[src/rtl/pll_retune_pkg.sv]
package pll_retune_pkg;

   typedef enum logic [1:0] {
      ST_IDLE = 2'd0,
      ST_EVAL = 2'd1,
      ST_WAIT = 2'd2
   } retune_state_t;

endpackage

[src/rtl/prs_validator.sv]
module prs_validator #(
   parameter int OSC_MHZ  = 16,
   parameter int MULT_W   = 6,
   parameter int DIV_W    = 4,
   parameter int FMIN_MHZ = 16,
   parameter int FMAX_MHZ = 50,
   parameter int FREQ_W   = 8
) (
   input  logic [MULT_W-1:0] mult,
   input  logic [DIV_W-1:0]  div,
   output logic              ok,
   output logic [FREQ_W-1:0] bus_new
);
   localparam int NUM_W = $clog2(2 * OSC_MHZ * (2 ** MULT_W) + 1);
   localparam logic [NUM_W-1:0] OSC2   = NUM_W'(2 * OSC_MHZ);
   localparam logic [NUM_W-1:0] FMIN_N = NUM_W'(FMIN_MHZ);
   localparam logic [NUM_W-1:0] FMAX_N = NUM_W'(FMAX_MHZ);

   logic [NUM_W-1:0] mult_p1, den, num, quo, rem;

   always_comb begin
      mult_p1 = NUM_W'(mult) + NUM_W'(1);
      den     = NUM_W'(div) + NUM_W'(1);
      num     = mult_p1 * OSC2;
      quo     = num / den;
      rem     = num % den;
      ok      = (rem == '0) && (quo >= FMIN_N) && (quo <= FMAX_N);
      bus_new = FREQ_W'(quo >> 1);
   end
endmodule

[src/rtl/prs_lock_filter.sv]
module prs_lock_filter #(
   parameter int LOCK_FILT = 4
) (
   input  logic clk,
   input  logic rst_n,
   input  logic clr,
   input  logic en,
   input  logic lock,
   output logic hit
);
   generate
      if (LOCK_FILT == 1) begin : g_direct
         logic unused_ins;
         assign unused_ins = clk ^ rst_n ^ clr;
         assign hit = en && lock;
      end else begin : g_count
         localparam int RW = $clog2(LOCK_FILT + 1);
         localparam logic [RW-1:0] LAST = RW'(LOCK_FILT - 1);
         logic [RW-1:0] run;
         always_ff @(posedge clk) begin
            if (!rst_n || clr) begin
               run <= '0;
            end else if (en) begin
               if (!lock)          run <= '0;
               else if (run != LAST) run <= run + RW'(1);
            end
         end
         assign hit = en && lock && (run == LAST);
      end
   endgenerate
endmodule

[src/rtl/prs_timer.sv]
module prs_timer #(
   parameter int LOCK_TMO = 1000
) (
   input  logic clk,
   input  logic rst_n,
   input  logic clr,
   input  logic en,
   output logic expired
);
   localparam int TW = $clog2(LOCK_TMO + 1);
   localparam logic [TW-1:0] LAST = TW'(LOCK_TMO - 1);
   logic [TW-1:0] cnt;

   always_ff @(posedge clk) begin
      if (!rst_n || clr)           cnt <= '0;
      else if (en && cnt != LAST)  cnt <= cnt + TW'(1);
   end

   assign expired = en && (cnt == LAST);
endmodule

[src/rtl/pll_retune_seq.sv]
module pll_retune_seq
   import pll_retune_pkg::*;
#(
   parameter int OSC_MHZ   = 16,
   parameter int MULT_W    = 6,
   parameter int DIV_W     = 4,
   parameter int FMIN_MHZ  = 16,
   parameter int FMAX_MHZ  = 50,
   parameter int LOCK_FILT = 4,
   parameter int LOCK_TMO  = 1000,
   parameter int FREQ_W    = 8
) (
   input  logic              clk,
   input  logic              rst_n,
   input  logic              req,
   input  logic [MULT_W-1:0] req_mult,
   input  logic [DIV_W-1:0]  req_div,
   input  logic              pll_lock,
   output logic              sel_pll,
   output logic [MULT_W-1:0] mult_q,
   output logic [DIV_W-1:0]  div_q,
   output logic              busy,
   output logic              err,
   output logic [FREQ_W-1:0] bus_mhz
);
   localparam logic [FREQ_W-1:0] OSC_F = FREQ_W'(OSC_MHZ);

   generate
      if (FMIN_MHZ > FMAX_MHZ) begin : g_bad_band
         $error("pll_retune_seq: FMIN_MHZ above FMAX_MHZ");
      end
      if (LOCK_FILT < 1 || LOCK_TMO <= LOCK_FILT) begin : g_bad_wait
         $error("pll_retune_seq: need 1 <= LOCK_FILT < LOCK_TMO");
      end
      if (OSC_MHZ >= (2 ** FREQ_W) || FMAX_MHZ / 2 >= (2 ** FREQ_W)) begin : g_bad_freq_w
         $error("pll_retune_seq: FREQ_W too narrow");
      end
   endgenerate

   retune_state_t     st;
   logic [MULT_W-1:0] cand_mult;
   logic [DIV_W-1:0]  cand_div;
   logic              cand_ok;
   logic [FREQ_W-1:0] cand_bus;
   logic              lock_hit, tmo_hit;
   logic              wait_clr, wait_en;

   assign wait_clr = (st == ST_EVAL);
   assign wait_en  = (st == ST_WAIT);

   prs_validator #(
      .OSC_MHZ(OSC_MHZ), .MULT_W(MULT_W), .DIV_W(DIV_W),
      .FMIN_MHZ(FMIN_MHZ), .FMAX_MHZ(FMAX_MHZ), .FREQ_W(FREQ_W)
   ) u_val (
      .mult(cand_mult), .div(cand_div), .ok(cand_ok), .bus_new(cand_bus)
   );

   prs_lock_filter #(.LOCK_FILT(LOCK_FILT)) u_filt (
      .clk(clk), .rst_n(rst_n), .clr(wait_clr), .en(wait_en),
      .lock(pll_lock), .hit(lock_hit)
   );

   prs_timer #(.LOCK_TMO(LOCK_TMO)) u_tmo (
      .clk(clk), .rst_n(rst_n), .clr(wait_clr), .en(wait_en), .expired(tmo_hit)
   );

   always_ff @(posedge clk) begin
      if (!rst_n) begin
         st        <= ST_IDLE;
         cand_mult <= '0;
         cand_div  <= '0;
         sel_pll   <= 1'b0;
         mult_q    <= '0;
         div_q     <= '0;
         busy      <= 1'b0;
         err       <= 1'b0;
         bus_mhz   <= OSC_F;
      end else begin
         unique case (st)
            ST_IDLE: begin
               if (req) begin
                  cand_mult <= req_mult;
                  cand_div  <= req_div;
                  sel_pll   <= 1'b0;
                  bus_mhz   <= OSC_F;
                  busy      <= 1'b1;
                  err       <= 1'b0;
                  st        <= ST_EVAL;
               end
            end
            ST_EVAL: begin
               if (cand_ok) begin
                  mult_q <= cand_mult;
                  div_q  <= cand_div;
                  st     <= ST_WAIT;
               end else begin
                  err  <= 1'b1;
                  busy <= 1'b0;
                  st   <= ST_IDLE;
               end
            end
            ST_WAIT: begin
               if (lock_hit) begin
                  sel_pll <= 1'b1;
                  bus_mhz <= cand_bus;
                  busy    <= 1'b0;
                  st      <= ST_IDLE;
               end else if (tmo_hit) begin
                  err  <= 1'b1;
                  busy <= 1'b0;
                  st   <= ST_IDLE;
               end
            end
            default: st <= ST_IDLE;
         endcase
      end
   end
endmodule

[config.mk]
export PLATFORM = sky130hd
export DESIGN_NAME = pll_retune_seq
export DESIGN_NICKNAME = d
export VERILOG_FILES = /design/src/rtl/pll_retune_pkg.sv /design/src/rtl/prs_validator.sv /design/src/rtl/prs_lock_filter.sv /design/src/rtl/prs_timer.sv /design/src/rtl/pll_retune_seq.sv
export SDC_FILE = /design/constraint.sdc
export NUM_CORES = 1
export LEC_CHECK = 0
export BUFFER_PORTS_ARGS = -buffer_cell sky130_fd_sc_hd__buf_4
export CAP_MARGIN = 0
export CORE_MARGIN = 3
export CORE_UTILIZATION = 30
export DETAILED_ROUTE_END_ITERATION = 12
export GPL_ROUTABILITY_DRIVEN = 0
export PLACE_DENSITY = 0.46
export SLEW_MARGIN = 5
export SYNTH_ARGS = -nofsm -noshare
export SYNTH_HDL_FRONTEND = slang
export SYNTH_SLANG_ARGS = --single-unit
[constraint.sdc]
create_clock -name clk -period 26.8 [get_ports clk]
set_clock_uncertainty 0.15 [all_clocks]
set_input_delay 2.68 -clock clk [delete_from_list [all_inputs] [get_ports clk]]
set_output_delay 2.68 -clock clk [all_outputs]
set_load 0.01 [all_outputs]
==> out/results.tsv, run 1 <==
stage	metric	value	unit
route	first_pass_iters	5	
placement	io_buffers	34	
route	routed_via_density	5.416	
yosys	yosys.area.top_type_share	14.25	%
yosys	synth_seq_cells	46	
yosys	syn_nets	922	
finish	area_growth_syn_to_layout	9.450	%
sta	fin_crit	22.66	ns
sta	min_period_over_period	84.55	%
route	drc	0	
grt	grt_usage	16.29	%
critical_path	crit_start	cand_div[0]$_SDFFE_PN0P_	
die	die-area	0.02333	mm2
grt	grt_overflow	0	
sta	fmax	0.04413	GHz
critical_path	cp_common_cell	ha_1	
sta	fin_hold_ws	0.3096	ns
cts	cts_buffers	5	
route	drt-initial-drc-count	440	
critical_path	r2r-end	err$_SDFFE_PN0P_	
cts	cts_resized	0	
cts	cts_hold_buffers	0	
placement	dp_hpwl	15.16	mm
sta	slew_violations	0	
yosys	ys.flop_type	dfxtp_1	
sta	rsz0062_at_grt	false	
sta	slew_headroom	41.96	%
critical_path	r2r_setup_slack	4.14	ns
yosys	yosys_warnings	0	
yosys	synthTopCellsByArea	dfxtp_1 14%, ha_1 11%, nand2_1 5.5%	
critical_path	critPathRequiredTime	26.87	ns
grt	grt_pass1_wl	32.14	mm
yosys	synth_cells	849	
status	status	finished clean	
finish	nFillCells	2284	
grt	grt_max_degree	37	
cts	clock_sinks	46	
die	die_x	152.8	um
cts	cts_setup_buffers	0	
die	fp-row-count	53	
critical_path	end_kind	flip-flop	
route	totalWireLength	19.26	mm
yosys	synth_largest_area_cell	dfxtp_1	
finish	drive_gt1_share	11.88	%
grt	grt_pass1_vias	5952	
sta	tns	0	ns
finish	fin_util	33.54	%
yosys	netlist_area	0.006461	mm2
sta	hold_violations	0	
cts	clock_path_buffers	2	
yosys	synth_cell_type_count	99	
route	post_drt_wl_per_cell	16.87	um
placement	place_area	0.006924	mm2
cts	clk_latency	0.29	ns
yosys	ys_seq_area_share	14.25	%
yosys	synth-async-reset-ratio	0	%
die	start_util	30.64	%
critical_path	max_stage_delay	0.67	ns
cts	ctsHtreeMaxLevel	2	
yosys	synth_edf_count	0	
finish	postLayoutCellArea	0.007072	mm2
critical_path	startpoint_type	flip-flop	
finish	diodes	0	
cts	cts_tree	yes	
critical_path	worstPathArrival	22.73	ns
sta	setup_viol	0	
cts	clk_pin_slew	0.06	ns
flow_run	maxCapViolations	0	
route	via_count	6185	
die	core	0.02109	mm2
sta	worst_pin_slew	0.8706	ns
critical_path	critPathKind	flip-flop to flip-flop	
route	antenna_left	0	
grt	antenna_found_initial	0	
finish	multi_input_area	0.005263	mm2
hold_path	holdCritPathClass	flip-flop to flip-flop	
die	io_pins	35	
finish	final_nets	939	
critical_path	endpoint	err$_SDFFE_PN0P_	
critical_path	reg2reg_depth	92	
critical_path	worstPathMaxFanout	14	
yosys	synth.avg_cell_area	7.610	um2
critical_path	slowest_stage	o22ai_1	
critical_path	timing.rr.start	cand_div[0]$_SDFFE_PN0P_	
cts	cts_root_buf	clkbuf_16	
finish	seq_area	920.9	um2
die	fp.dieH	152.8	um
## cell type report
cell class	count	area share, %
multi-input cells	746	74.42
flip-flops and latches	46	13.02
well taps	275	4.866
repair buffers	38	4.034
clock buffers	7	2.017
inverters	29	1.575
clock inverters	1	0.07077
## worst max-delay path: cells and delay by family (launching register included)
family          cells  cell delay (ns)
compound gates     45            10.64
mux                 4             1.21
flops               1             0.66
fa+ha+maj          13             4.18
buf+inv             2             0.30
simple gates       28             5.42
## flip-flops by register name, summed over array words and instances (netlist names)
register,cells
cand_mult,6
u_filt.g_count.run,3
mult_q,6
sel_pll,1
bus_mhz,8
err,1
u_tmo.cnt,10
busy,1
cand_div,4
st,2
div_q,4
## cell families after synthesis
logic type | share of synthesized area [%]
adders and majority gates | 11.43
muxes | 4.938
xor gates and xnor gates | 7.455
and+or+nand+nor | 26.43
buffers and inverters | 4.299
AOI/OAI and AO/OA | 31.20
DFF | 14.25
## stage by stage
stage / cells / setup slack, ns
after floorplan: 849 / 7.738
after global placement: 1134 / 4.379
after detailed placement: 1134 / 4.435
after CTS: 1142 / 4.349
after global routing: 1142 / 2.184
final: 1142 / 4.141
## synthesized netlist by cell type (all sizes together), types with 16 or more instances
master,count
ha,59
mux2i,18
nor3,22
nor2b,27
xnor2,31
o21ai,43
nand3,26
o21a,16
nor2,69
dfxtp,46
a21oi,59
a21o,24
xor2,24
nand2b,21
nand2,97
inv,29
## worst min-delay path by stage
stage	from	endpoint	slack, ns	depth (start not counted)
floorplan	u_filt.g_count.run[1]$_SDFFE_PP0P_	u_filt.g_count.run[1]$_SDFFE_PP0P_	0.29	2
CTS	u_filt.g_count.run[1]$_SDFFE_PP0P_	u_filt.g_count.run[1]$_SDFFE_PP0P_	0.31	2
finish	u_filt.g_count.run[1]$_SDFFE_PP0P_	u_filt.g_count.run[1]$_SDFFE_PP0P_	0.31	2
global placement	u_filt.g_count.run[1]$_SDFFE_PP0P_	u_filt.g_count.run[1]$_SDFFE_PP0P_	0.30	2
detailed placement	u_filt.g_count.run[1]$_SDFFE_PP0P_	u_filt.g_count.run[1]$_SDFFE_PP0P_	0.30	2
global route	busy$_SDFFE_PN0P_	busy$_SDFFE_PN0P_	0.35	2
## placed cells by master (no fill, tap or decap), types with 15 or more instances in the layout
cell,count
a21oi_1,58
o21a_1,15
nand2b_1,20
mux2i_1,17
nand2_1,95
nand3_1,24
nor3_1,19
o21ai_0,32
nor2b_1,27
xnor2_1,31
inv_1,28
buf_4,38
a21o_1,23
xor2_1,24
nor2_1,69
dfxtp_1,46
ha_1,59
## layer usage
metal	global-route usage (%)	wire length, um	vias up
met5	0	0	-
met4	3.012	212	0
met3	2.158	887	15
met2	26.11	8652	131
met1	23.57	9507	2845
li1	-	-	3194
Power of run 1 is left out: the tool's default activity adds up to more than one toggle a clock period on the data nets, which glitch-free logic cannot reach.
==> inputs of run 2 (changes only) <==
==> constraint.sdc (replaced) <==
create_clock -name clk -period 21.8 [get_ports clk]
set_clock_uncertainty 0.15 [all_clocks]
set_input_delay 2.18 -clock clk [delete_from_list [all_inputs] [get_ports clk]]
set_output_delay 2.18 -clock clk [all_outputs]
set_load 0.01 [all_outputs]
==> run 2 against run 1 <==
  * Sequential share of layout area is 0.55 points lower
  * First-iteration DRC count is 6.1% lower
  * Critical path depth is 1 lower
  * Worst setup slack worse by 2.9 ns
  * Cell count is 1.8% higher
  * Critical path type unchanged
  * Via count is 3.4% higher
  * Clock-buffer cell count stayed put
  * Fmax is 10% higher
==> out/results.tsv, run 2 (same netlist as run 1, synthesis figures left out) <==
stage	metric	value	unit	change
status	status	finished clean		
grt	grt_max_degree	37		unchanged
critical_path	cpLargestDelayFamily	compound AO/OA/AOI/OAI gates		
grt	grt_pass1_vias	6018		+1.1%
critical_path	max_stage_delay	0.43	ns	-0.24 ns
sta	slew_headroom	31.62	%	-10 points
route	post_drt_wl_per_cell	17.56	um	+4.1%
critical_path	end_kind	flip-flop		
critical_path	crit_cells	91		-1.1%
finish	seq_area	929.6	um2	+0.95%
cts	cts_tree	yes		
finish	drive_gt1_share	17.93	%	+6.0 points
route	routed_via_density	5.506		+1.7%
grt	antenna_found_initial	0		unchanged
sta	fin_ws	1.247	ns	-2.894 ns
route	antenna_left	0		unchanged
placement	dp_hpwl	15.68	mm	+3.4%
cts	ctsHtreeMaxLevel	2		unchanged
sta	setup_viol	0		unchanged
sta	hold_violations	0		unchanged
die	fp-row-count	53		unchanged
route	first_pass_iters	5		unchanged
sta	worst_pin_slew	1.019	ns	+0.1482 ns
finish	largest_reg_flops	10		unchanged
finish	area_growth_syn_to_layout	15.36	%	
hold_path	holdCritPathClass	flip-flop to flip-flop		
cts	clk_latency	0.29	ns	about the same
cts	cts_root_buf	clkbuf_16		
finish	final_common_cell	nand2_1		
critical_path	cp_common_cell	ha_1		
finish	diodes	0		unchanged
route	totalWireLength	20.40	mm	+5.9%
die	start_util	30.64	%	unchanged
die	die_x	152.8	um	unchanged
finish	top_regs	u_tmo.cnt x10, bus_mhz x8		
die	fp.dieH	152.8	um	unchanged
critical_path	slowest_stage	o32ai_1		
critical_path	r2r_setup_slack	1.25	ns	-2.89 ns
route	via_count	6398		+3.4%
critical_path	r2r-end	err$_SDFFE_PN0P_		
route	drt-initial-drc-count	413		-6.1%
placement	io_buffers	34		unchanged
critical_path	critPathKind	flip-flop to flip-flop		
route	drc	0		unchanged
critical_path	crit_start	cand_div[0]$_SDFFE_PN0P_		
flow_run	maxCapViolations	0		unchanged
placement	pre_cts_ws	-0.1510	ns	-4.586 ns
finish	most-common-layout-cells	93 x nand2_1, 65 x nor2_1, 57 x buf_4		
critical_path	worstPathArrival	20.63	ns	-2.10 ns
die	die-area	0.02333	mm2	unchanged
sta	min_period_over_period	94.28	%	+9.7 points
cts	cts_buffers	5		unchanged
finish	regMostFlops	u_tmo.cnt		
grt	grt_usage	16.58	%	+0.29 points
critical_path	reg2reg_depth	91		-1.1%
cts	clock_path_buffers	2		unchanged
finish	final_nets	959		+2.1%
die	io_pins	35		unchanged
critical_path	timing.rr.start	cand_div[0]$_SDFFE_PN0P_		
sta	fmax	0.04865	GHz	+10%
critical_path	endpoint	err$_SDFFE_PN0P_		
finish	nFillCells	2306		+0.96%
critical_path	startpoint_type	flip-flop		
grt	grt_pass1_wl	32.24	mm	+0.32%
grt	grt_overflow	0		unchanged
finish	multi_input_area	0.005479	mm2	+4.1%
cts	clk_pin_slew	0.07	ns	about the same
cts	clock_sinks	46		unchanged
critical_path	timing.critical_path.buf_inv	5		+3
critical_path	worstPathMaxFanout	10		-4
sta	fin_crit	20.55	ns	-2.106 ns
sta	slew_violations	0		unchanged
die	core	0.02109	mm2	unchanged
cts	cts_hold_buffers	0		unchanged
critical_path	critPathRequiredTime	21.87	ns	-5.00 ns
-- run 2: worst min-delay path by stage --
stage,from,end,slack (ns),cells past startpoint
after floorplan,u_filt.g_count.run[1]$_SDFFE_PP0P_,u_filt.g_count.run[1]$_SDFFE_PP0P_,0.29,2
after global placement,u_filt.g_count.run[1]$_SDFFE_PP0P_,u_filt.g_count.run[1]$_SDFFE_PP0P_,0.30,2
after detailed placement,u_filt.g_count.run[1]$_SDFFE_PP0P_,u_filt.g_count.run[1]$_SDFFE_PP0P_,0.30,2
after CTS,u_filt.g_count.run[1]$_SDFFE_PP0P_,u_filt.g_count.run[1]$_SDFFE_PP0P_,0.31,2
after global routing,u_filt.g_count.run[1]$_SDFFE_PP0P_,u_filt.g_count.run[1]$_SDFFE_PP0P_,0.33,2
final,u_filt.g_count.run[1]$_SDFFE_PP0P_,u_filt.g_count.run[1]$_SDFFE_PP0P_,0.30,2
-- run 2: what timing repair did --
action / CTS / global route
resized for setup: 3 / 45
pin swaps: 0 / 7
setup endpoints to repair: 13 / 13
buffers inserted: 0 / 7
gates cloned: 0 / 1
endpoints found under the hold margin: 0 / 0
-- run 2: worst reg2reg max path: cells and delay by family, from the launching register on --
| kind | cells | cell delay [ns] |
|---|---|---|
| xor gates and xnor gates | 1 | 0.16 |
| buffers and inverters | 5 | 0.57 |
| and+or+nand+nor | 27 | 4.52 |
| adders and majority gates | 13 | 4.01 |
| DFF | 1 | 0.39 |
| muxes | 6 | 1.76 |
| AOI/OAI and AO/OA | 39 | 8.99 |
-- run 2: through the flow --
| step | area, um2 | hold slack, ns | utilization, % | instances | TNS [ns] |
|---|---|---|---|---|---|
| floorplan | 6461 | 0.2856 | - | 849 | 0 |
| global placement | 7022 | 0.3040 | 33.30 | 1146 | 0 |
| detailed placement | 7022 | 0.2986 | 33.30 | 1146 | -1.415 |
| CTS | 7191 | 0.3086 | 34.10 | 1154 | 0 |
| global route | 7453 | 0.3321 | 35.34 | 1162 | -0.02477 |
| finish | 7453 | 0.3047 | 35.34 | 1162 | 0 |
-- run 2: cell type report --
cell class	instances	share of cell area [%]
timing repair buffer	57	5.741
multi-input combinational	747	73.51
sequential	46	12.47
inverter	29	1.494
tap	275	4.616
clock buffer	7	2.048
clock inverter	1	0.1175
-- run 2: per-layer routing --
layer  track usage [%]  wire (um)
met4             4.200        354
met1             23.33      10080
met5                 0          0
met2             26.87       9172
met3             2.130        798
Power of run 2 is left out for the same reason.
==> inputs of run 3 (changes only) <==
--- a/config.mk
+++ b/config.mk
@@ -5,7 +5,7 @@
 export SDC_FILE = /design/constraint.sdc
 export NUM_CORES = 1
 export LEC_CHECK = 0
-export BUFFER_PORTS_ARGS = -buffer_cell sky130_fd_sc_hd__buf_4
+export BUFFER_PORTS_ARGS = -buffer_cell sky130_fd_sc_hd__buf_2
 export CAP_MARGIN = 0
 export CORE_MARGIN = 3
 export CORE_UTILIZATION = 30
==> run 3 against run 2 <==
  * Critical path depth increased by 4
  * Clock-buffer cell count shrank 1
  * Die area stayed put
  * Non-clock buffer count grew 3
  * Sequential share of layout area up 0.17 points
  * Register-to-register slack improved by 0.15 ns
  * Hold slack worse by 0.00085 ns
  * Cell count rose by 0.26%
  * Global-route usage down 0.48 points
  * Final area is 1.2% lower
  * First-iteration DRC count rose by 10%
  * Wire length decreased by 2.4%
  * Critical endpoint unchanged
==> out/results.tsv, run 3 (same netlist as run 1, synthesis figures left out) <==
stage	metric	value	unit	change
grt	grt_pass1_wl	31.59	mm	-2.0%
die	start_util	30.64	%	unchanged
route	routed_via_density	5.427		-1.4%
sta	hold_violations	0		unchanged
cts	cts_root_buf	clkbuf_16		
finish	top_regs	u_tmo.cnt x10, bus_mhz x8		
placement	dp_hpwl	15.40	mm	-1.8%
cts	clk_pin_slew	0.07	ns	about the same
route	antenna_left	0		unchanged
critical_path	critPathKind	flip-flop to flip-flop		
die	die-area	0.02333	mm2	unchanged
route	drc	0		unchanged
critical_path	slowest_stage	dfxtp_1		
die	fp.dieH	152.8	um	unchanged
finish	drive_gt1_share	17.19	%	-0.73 points
grt	antenna_found_initial	0		unchanged
die	core	0.02109	mm2	unchanged
critical_path	startpoint_type	flip-flop		
finish	area_growth_syn_to_layout	13.92	%	
cts	ctsHtreeMaxLevel	2		unchanged
finish	largest_reg_flops	10		unchanged
critical_path	cp_common_cell	ha_1		
critical_path	max_stage_delay	0.42	ns	about the same
cts	clock_sinks	46		unchanged
finish	diodes	0		unchanged
cts	cts_tree	yes		
placement	io_buffers	34		unchanged
sta	slew_violations	0		unchanged
hold_path	holdCritPathClass	flip-flop to flip-flop		
die	fp-row-count	53		unchanged
route	totalWireLength	19.91	mm	-2.4%
route	post_drt_wl_per_cell	17.09	um	-2.7%
route	first_pass_iters	5		unchanged
finish	final_common_cell	nand2_1		
sta	fin_crit	20.40	ns	-0.1539 ns
cts	clk_latency	0.29	ns	about the same
cts	clock_path_buffers	2		unchanged
finish	regMostFlops	u_tmo.cnt		
critical_path	end_kind	flip-flop		
route	drt-initial-drc-count	455		+10%
grt	grt_pass1_vias	5958		-1.0%
sta	slew_headroom	35.33	%	+3.7 points
finish	most-common-layout-cells	94 x nand2_1, 67 x nor2_1, 57 x a21oi_1, 57 x ha_1, 42 x dfxtp_1		
finish	final_nets	962		+0.31%
cts	cts_buffers	5		unchanged
grt	grt_usage	16.09	%	-0.48 points
grt	grt_max_degree	37		unchanged
flow_run	maxCapViolations	0		unchanged
critical_path	critPathRequiredTime	21.87	ns	about the same
die	die_x	152.8	um	unchanged
status	status	finished clean		
die	io_pins	35		unchanged
critical_path	worstPathArrival	20.47	ns	-0.16 ns
critical_path	worstPathMaxFanout	14		+4
sta	fmax	0.04902	GHz	+0.75%
finish	fin_util	34.91	%	-0.44 points
cts	cts_hold_buffers	0		unchanged
sta	worst_pin_slew	0.9635	ns	-0.05529 ns
sta	min_period_over_period	93.58	%	-0.71 points
finish	nFillCells	2314		+0.35%
route	via_count	6323		-1.2%
critical_path	r2r_setup_slack	1.40	ns	+0.15 ns
grt	grt_overflow	0		unchanged
sta	setup_viol	0		unchanged
-- run 3: path summary, 6_finish.rpt --
kind                                      start                                  to  depth (start not counted)
max                    cand_div[0]$_SDFFE_PN0P_                    err$_SDFFE_PN0P_                         95
min          u_filt.g_count.run[1]$_SDFFE_PP0P_  u_filt.g_count.run[1]$_SDFFE_PP0P_                          2
max reg2reg            cand_div[0]$_SDFFE_PN0P_                    err$_SDFFE_PN0P_                         95
min reg2reg  u_filt.g_count.run[1]$_SDFFE_PP0P_  u_filt.g_count.run[1]$_SDFFE_PP0P_                          2
-- run 3: metrics by stage --
stage / worst slack, ns / instance area, um2 / cells / TNS, ns / hold WS (ns)
3_5_place_dp: 0.03794 / 6957 / 1148 / 0 / 0.3006
2_1_floorplan: 2.738 / 6461 / 849 / 0 / 0.2856
6_report: 1.401 / 7361 / 1165 / 0 / 0.3039
3_3_place_gp: 0.1820 / 6957 / 1148 / 0 / 0.2952
4_1_cts: 0.1135 / 7114 / 1158 / 0 / 0.3099
5_1_grt: -0.08426 / 7361 / 1165 / -0.3233 / 0.3249
-- run 3: layout make-up --
type	count	area (um2)	share of cell area (%)
clock inverter	2	13.76	0.1870
timing repair buffer	60	390.4	5.303
clock buffer	6	128.9	1.751
multi-input combinational	747	5441	73.92
sequential	46	930.9	12.65
tap	275	344.1	4.674
inverter	29	111.4	1.513
-- run 3: routing by layer --
layer,vias to the layer above,global-route usage [%],wire length (um)
met5,-,0,0
li1,3242,-,-
met2,150,25.77,8767
met1,2914,23.56,10140
met3,17,1.392,677
met4,0,3.479,318
-- run 3: worst max-delay path, delay by kind of cell (launching register included) --
kind / cells / cell delay [ns]
compound gates: 44 / 8.83
simple gates: 29 / 4.76
fa+ha+maj: 13 / 4.10
mux: 5 / 1.48
buf+inv: 3 / 0.42
flops: 1 / 0.42
xor+xnor: 1 / 0.16
-- run 3: what timing repair did --
| item | CTS | global route |
|---|---|---|
| hold endpoints to repair | 0 | 0 |
| gates resized for setup | 0 | 42 |
| endpoints found under the setup margin | 13 | 13 |
| cloned | 0 | 1 |
| pin swaps | 1 | 5 |
| setup buffers | 2 | 6 |
Power of run 3 is left out for the same reason.
